[src/rtl/dma_pkg.sv]
`timescale 1ns/1ps
// Shared types for the page-fetch DMA engine.
// Assumes: nothing beyond IEEE 1800-2017 enums.
package dma_pkg;
    typedef enum logic [1:0] {
        ST_IDLE = 2'd0,
        ST_REQ  = 2'd1,
        ST_XFER = 2'd2,
        ST_DONE = 2'd3
    } dma_state_e;
endpackage

[src/rtl/dma_cmd_decode.sv]
`timescale 1ns/1ps
// Command decoder: recognises a CPU write addressed to this controller
// and splits the control word into start, slot and direction fields.
// Assumes: the control word is laid out as {start, ..., slot, dir}, with
// the slot field directly above bit 0 and CMD_W >= SLOT_W + 2.
module dma_cmd_decode #(
    parameter int ADDR_W = 32,
    parameter int CMD_W  = 4,
    parameter int SLOT_W = 2,
    parameter logic [ADDR_W-1:0] DEV_ID = 'hA3
) (
    input  logic              cmd_valid,
    input  logic [ADDR_W-1:0] cmd_addr,
    input  logic [CMD_W-1:0]  cmd_ctrl,
    input  logic              idle,
    output logic              accept,
    output logic              dir_bit,
    output logic [SLOT_W-1:0] slot
);
    localparam int START_BIT = CMD_W - 1;

    logic id_hit;

    // Match the device ID and qualify with start bit and idle state.
    always_comb begin
        id_hit  = (cmd_addr == DEV_ID);
        accept  = cmd_valid && id_hit && cmd_ctrl[START_BIT] && idle;
        dir_bit = cmd_ctrl[0];
        slot    = cmd_ctrl[SLOT_W:1];
    end
endmodule

[src/rtl/dma_seq_fsm.sv]
`timescale 1ns/1ps
// Transfer sequencer: idle -> request bus -> copy words -> done pulse.
// Assumes: last_word is valid in every copy cycle, and a word is taken
// only in a cycle where the read request and the acknowledge coincide.
module dma_seq_fsm
    import dma_pkg::*;
(
    input  logic clk,
    input  logic rst_n,
    input  logic accept,
    input  logic bus_grant,
    input  logic mem_ack,
    input  logic last_word,
    output logic bus_req,
    output logic mem_read,
    output logic word_take,
    output logic busy,
    output logic done,
    output logic idle
);
    dma_state_e state_q, state_d;

    // Next-state selection.
    always_comb begin
        state_d = state_q;
        unique case (state_q)
            ST_IDLE: if (accept)                 state_d = ST_REQ;
            ST_REQ:  if (bus_grant)              state_d = ST_XFER;
            ST_XFER: if (word_take && last_word) state_d = ST_DONE;
            ST_DONE:                             state_d = ST_IDLE;
            default:                             state_d = ST_IDLE;
        endcase
    end

    // State register with synchronous reset.
    always_ff @(posedge clk) begin
        if (!rst_n) state_q <= ST_IDLE;
        else        state_q <= state_d;
    end

    // Outputs decoded from the state and the live grant.
    always_comb begin
        bus_req   = (state_q == ST_REQ) || (state_q == ST_XFER);
        busy      = bus_req;
        mem_read  = (state_q == ST_XFER) && bus_grant;
        word_take = mem_read && mem_ack;
        done      = (state_q == ST_DONE);
        idle      = (state_q == ST_IDLE);
    end
endmodule

[src/rtl/dma_addr_gen.sv]
`timescale 1ns/1ps
// Address generator: holds the running main-memory address, the word
// offset, the local slot base and the direction flag of one transfer.
// Assumes: load and step never occur in the same cycle (load only when idle).
module dma_addr_gen #(
    parameter int ADDR_W     = 32,
    parameter int PAGE_WORDS = 16,
    parameter int WORD_BYTES = 4,
    parameter int SLOT_W     = 2,
    parameter int OFF_W      = 4,
    parameter int LM_AW      = 6
) (
    input  logic              clk,
    input  logic              rst_n,
    input  logic              load,
    input  logic [ADDR_W-1:0] page_addr,
    input  logic [SLOT_W-1:0] slot,
    input  logic              dir_in,
    input  logic              step,
    output logic [ADDR_W-1:0] mem_addr,
    output logic [LM_AW-1:0]  lm_addr,
    output logic              last_word,
    output logic              dir
);
    localparam bit PAGE_POW2 = ((1 << OFF_W) == PAGE_WORDS);

    logic [ADDR_W-1:0] addr_q;
    logic [OFF_W-1:0]  off_q;
    logic [LM_AW-1:0]  base_q;
    logic [LM_AW-1:0]  base_calc;
    logic              dir_q;

    // Slot base: a shift when the page is a power of two, a multiply otherwise.
    generate
        if (PAGE_POW2) begin : g_base_shift
            assign base_calc = LM_AW'({slot, {OFF_W{1'b0}}});
        end else begin : g_base_mul
            assign base_calc = LM_AW'(slot) * LM_AW'(PAGE_WORDS);
        end
    endgenerate

    // Transfer registers: load on command, advance one word per capture.
    always_ff @(posedge clk) begin
        if (!rst_n) begin
            addr_q <= '0;
            off_q  <= '0;
            base_q <= '0;
            dir_q  <= 1'b0;
        end else if (load) begin
            addr_q <= page_addr;
            off_q  <= '0;
            base_q <= base_calc;
            dir_q  <= dir_in;
        end else if (step) begin
            addr_q <= addr_q + ADDR_W'(WORD_BYTES);
            off_q  <= off_q + 1'b1;
        end
    end

    // Output addresses and end-of-page flag.
    always_comb begin
        mem_addr  = addr_q;
        lm_addr   = base_q + LM_AW'(off_q);
        last_word = (off_q == OFF_W'(PAGE_WORDS - 1));
        dir       = dir_q;
    end
endmodule

[src/rtl/dma_page_copy.sv]
`timescale 1ns/1ps
// Page-fetch DMA engine top: accepts one CPU command, acquires the system
// bus, copies PAGE_WORDS words from main memory into a local RAM slot and
// pulses done.
// Assumes: page addresses are word aligned; the local RAM writes in the
// cycle lm_we is high; memory holds mem_rdata valid while mem_ack is high.
module dma_page_copy #(
    parameter int ADDR_W     = 32,
    parameter int DATA_W     = 32,
    parameter int CMD_W      = 4,
    parameter int PAGE_WORDS = 16,
    parameter int SLOTS      = 4,
    parameter logic [ADDR_W-1:0] DEV_ID = 'hA3,
    localparam int WORD_BYTES = DATA_W / 8,
    localparam int SLOT_W     = $clog2(SLOTS),
    localparam int OFF_W      = $clog2(PAGE_WORDS),
    localparam int LM_AW      = $clog2(SLOTS * PAGE_WORDS)
) (
    input  logic              clk,
    input  logic              rst_n,
    input  logic              cmd_valid,
    input  logic [ADDR_W-1:0] cmd_addr,
    input  logic [CMD_W-1:0]  cmd_ctrl,
    input  logic [ADDR_W-1:0] cmd_data,
    output logic              bus_req,
    input  logic              bus_grant,
    output logic [ADDR_W-1:0] mem_addr,
    output logic              mem_read,
    input  logic              mem_ack,
    input  logic [DATA_W-1:0] mem_rdata,
    output logic              lm_we,
    output logic [LM_AW-1:0]  lm_addr,
    output logic [DATA_W-1:0] lm_wdata,
    output logic              busy,
    output logic              done,
    output logic              dir
);
    logic              accept;
    logic              idle;
    logic              dir_bit;
    logic [SLOT_W-1:0] slot;
    logic              word_take;
    logic              last_word;

    dma_cmd_decode #(
        .ADDR_W (ADDR_W),
        .CMD_W  (CMD_W),
        .SLOT_W (SLOT_W),
        .DEV_ID (DEV_ID)
    ) cmd_i (
        .cmd_valid (cmd_valid),
        .cmd_addr  (cmd_addr),
        .cmd_ctrl  (cmd_ctrl),
        .idle      (idle),
        .accept    (accept),
        .dir_bit   (dir_bit),
        .slot      (slot)
    );

    dma_seq_fsm seq_i (
        .clk       (clk),
        .rst_n     (rst_n),
        .accept    (accept),
        .bus_grant (bus_grant),
        .mem_ack   (mem_ack),
        .last_word (last_word),
        .bus_req   (bus_req),
        .mem_read  (mem_read),
        .word_take (word_take),
        .busy      (busy),
        .done      (done),
        .idle      (idle)
    );

    dma_addr_gen #(
        .ADDR_W     (ADDR_W),
        .PAGE_WORDS (PAGE_WORDS),
        .WORD_BYTES (WORD_BYTES),
        .SLOT_W     (SLOT_W),
        .OFF_W      (OFF_W),
        .LM_AW      (LM_AW)
    ) agen_i (
        .clk       (clk),
        .rst_n     (rst_n),
        .load      (accept),
        .page_addr (cmd_data),
        .slot      (slot),
        .dir_in    (dir_bit),
        .step      (word_take),
        .mem_addr  (mem_addr),
        .lm_addr   (lm_addr),
        .last_word (last_word),
        .dir       (dir)
    );

    // Captured word goes straight through to the local RAM port.
    always_comb begin
        lm_we    = word_take;
        lm_wdata = mem_rdata;
    end
endmodule

[config.mk]
export PLATFORM = sky130hd
export DESIGN_NAME = dma_page_copy
export DESIGN_NICKNAME = d
export VERILOG_FILES = /design/src/rtl/dma_pkg.sv /design/src/rtl/dma_cmd_decode.sv /design/src/rtl/dma_seq_fsm.sv /design/src/rtl/dma_addr_gen.sv /design/src/rtl/dma_page_copy.sv
export SDC_FILE = /design/constraint.sdc
export NUM_CORES = 1
export LEC_CHECK = 0
export CAP_MARGIN = 20
export CORE_MARGIN = 5
export CORE_UTILIZATION = 32
export DETAILED_ROUTE_END_ITERATION = 8
export GPL_TIMING_DRIVEN = 0
export PLACE_DENSITY = 0.77
export SYNTH_ARGS = -nofsm -noshare
export SYNTH_HDL_FRONTEND = slang
export SYNTH_HIERARCHICAL = 1
export SYNTH_SLANG_ARGS = --single-unit
[constraint.sdc]
create_clock -name clk -period 2.3 [get_ports clk]
set_input_delay 0.23 -clock clk [delete_from_list [all_inputs] [get_ports clk]]
set_output_delay 0.23 -clock clk [all_outputs]
set_load 0.1 [all_outputs]
==> impl_metrics.toml <==
[final_layout]
area_growth_pct = 69.4
drive_gt1_frac = 0.214
fin_nets = 587
final-seq-area_sq_um = 848
multi_input_area_sq_um = 1500
antenna_cells = 0
fin_util = 0.551
fillers = 726

[synth]
synth_top_area_frac = 0.310
yosys-top-cells-area = "dfxtp_1 (31%), buf_4 (10%), mux2i_1 (4.2%), o21ai_0 (4.0%), o31ai_1 (3.7%)"
synthFlopType = "dfxtp_1"
synth-seq-area-share = 0.310
synth-edff-count = 0
yosysTopAreaCell = "dfxtp_1"
synth_cells = 319
synth_area_sq_um = 2640
syn_avg_cell_area_sq_um = 8.29
yosysUniqueCellTypes = 54
synth-seq-cells = 41
synthArstFlopShare = 0
yosysWarnings = 6
synth.net_count = 430

[critical_path]
required_ns = 2.07
path_class = "flip-flop to output pin"
startpoint_type = "flip-flop"
worstReg2RegEnd = "agen_i/mem_addr[17]"
r2r_start = "seq_i/state_q[1]"
ff2ff_path_depth = 9
rrSetupSlack_ns = 0.08
arrival_ns = 2.02
end_kind = "output pin"
crit_fanout = 2

[power]
leakagePower_uw = 0.00162
seq_power_share = 0.428
p_per_area_nw_per_um2 = 369
switching_share = 0.327
intPower_uw = 1110
combPwrFrac = 0.286
ir_worst_vdd_v = 0.000201
p_sw_uw = 540
pwr-share-clk = 0.287

[cts]
clock-sinks = 41
cts_buffer_depth = 2
cts_tree = "built"
clk_pin_slew_ns = 0.09
clock_latency_ns = 0.30
clockRootBuffer = "clkbuf_8"
htreeDepth = 2
cts_inserted_buffers = 5

[drt]
final_antenna_net_count = 0
drtIter0Drc = 146
post-route-drc-count = 0
firstDrtPassIters = 5
routedWlPerCell_um = 16.1
wirelength_um = 9360
viasPerCell = 5.25
vias = 3055

[global_routing]
antenna_found_initial = 0
grt_pass1_wl_um = 14300
overflow = 0
grt_max_degree = 14
track_usage = 0.172
grt_pass1_vias = 2913

[job]
max_cap_violations = 0

[sta]
max_clock_freq_mhz = 444
hold_ws_ns = 0.161
period_share = 0.979
layout_min_cycle_time_ns = 2.25
slew-limit-headroom = 0.330
setup_viol = 0
hold_viol = 0
finalSetupTns_ns = 0
slew_viol_final = 0
worstMarginPinSlew_ns = 1.00
skew_ns = 0.0108

[place]
port-buffer-count = 145
dp_hpwl_um = 7410
finalWeightedCongestion = 0.883

[hold_path]
min_path_cells = 3
whs_endpoint = "agen_i/base_q[4]"
holdCritPathClass = "input pin to flip-flop"
min_from = "cmd_ctrl[1]"

[floorplan]
io_pins = 181
core-area_sq_um = 8130
rows = 33
dieArea_sq_um = 10200
fp.dieH_um = 101
initial_core_util = 0.325
die_w_um = 101

[outcome]
status = "completed"
## worst max-delay path, stage by stage, from the launching register on
cell and delay, ns:
dfxtp_2 0.36, buf_4 0.12, ha_1 0.13, clkdlybuf4s50_1 1.13
## placed cells by master (no fill, tap or decap), types with 3 or more instances in the layout
master           synthesis  final
clkdlybuf4s50_1          0    141
buf_4                   36     42
dfxtp_1                 41     21
nor2_1                  20     20
dfxtp_2                  0     19
o21ai_0                 21     18
nand2_1                 15     15
o31ai_1                 13     13
nand3_1                 12     12
nand4_1                 12     12
a31oi_1                 12     12
mux2i_1                 11     11
xnor2_1                 10     10
a21oi_1                 10     10
nor4_1                  10      9
or4_1                   11      9
clkbuf_1                13      8
inv_1                   10      6
and3_1                   6      5
clkbuf_8                 0      5
buf_6                    1      4
or3_1                    5      4
xor2_1                   4      4
ha_1                     6      4
dlygate4sd2_1            0      4
o21ai_1                  0      3
## worst max-delay path by stage
stage | startpoint | endpoint | slack (ns) | cells after the start
final | seq_i/state_q[0] | done | 0.05 | 3
after global routing | seq_i/state_q[1] | agen_i/mem_addr[23] | -0.01 | 9
after CTS | seq_i/state_q[1] | agen_i/mem_addr[12] | 0.01 | 11
after detailed placement | cmd_addr[29] | agen_i/mem_addr[12] | -0.61 | 10
after global placement | cmd_addr[6] | agen_i/mem_addr[12] | -0.50 | 10
after floorplan | seq_i/state_q[0] | agen_i/mem_addr[26] | -0.10 | 8
## cell type report
class | instances | share of cell area
Buffer | 53 | 0.0830
Clock buffer | 5 | 0.0154
Clock inverter | 3 | 0.00391
Inverter | 10 | 0.00950
Multi-Input combinational cell | 214 | 0.334
Sequential cell | 41 | 0.189
Tap cell | 105 | 0.0293
Timing Repair Buffer | 151 | 0.336
## cells by family (layout without fill, tap and decap cells)
kind of cell	Yosys count	in the layout	share of synthesized area
xor gates and xnor gates	14	14	0.0464
buffers and inverters	64	222	0.146
DFF	41	41	0.310
and+or+nand+nor	115	115	0.262
adders and majority gates	6	6	0.0284
AOI/OAI and AO/OA	68	68	0.165
muxes	11	11	0.0416
## power groups by stage
stage / clock network (uW) / registers (uW) / logic (uW)
finish: 474 / 707 / 472
CTS: 486 / 707 / 475
floorplan: 0 / 726 / 287
global route: 507 / 708 / 490
detailed placement: 0 / 726 / 473
global placement: 0 / 726 / 469
## metal layers
layer  vias up  part of all wire  track usage
met5         -                 0            0
met4         0             0.012       0.0429
met3        15              0.11       0.0498
met2       159              0.50        0.307
met1      1415              0.38        0.201
li1       1466                 -            -
## synth_stat cells, types with 2 or more instances
cell type and count:
mux2i_1 11, or3_1 5, nand2b_1 2, o221ai_1 2
buf_4 36, and4_1 2, ha_1 6, or4_1 11
nand4_1 12, o21ai_0 21, a31oi_1 12, xor2_1 4
nand3_1 12, dfxtp_1 41, nand2_1 15, a21oi_1 10
and2_1 2, nor4_1 10, nor4b_2 2, buf_1 2
inv_1 10, o31ai_1 13, and3_1 6, xnor2_1 10
clkbuf_1 13, nor2_1 20, nor3_1 2
## per-stage QoR
stage	power, uW	area, sq um	instances	setup slack, ns
2_1_floorplan	1010	2700	319	-0.100
4_1_cts	1670	4430	581	0.0119
5_1_grt	1700	4480	582	-0.0104
3_3_place_gp	1190	4280	569	-0.501
3_5_place_dp	1200	4280	569	-0.609
6_report	1650	4480	582	0.0488
## sequential cells by signal, indices dropped and copies added, names as in the netlist
signal	cells
agen_i/off_q	4
seq_i/state_q	2
agen_i/base_q	2
agen_i/dir	1
agen_i/mem_addr	32
## what timing repair did
action,CTS,global route
gates resized for setup,18,18
pin swaps,2,9
hold buffers,0,0
setup buffers,4,2
endpoints found under the setup margin,40,30
No activity file was read; power rests on OpenSTA's default activity.
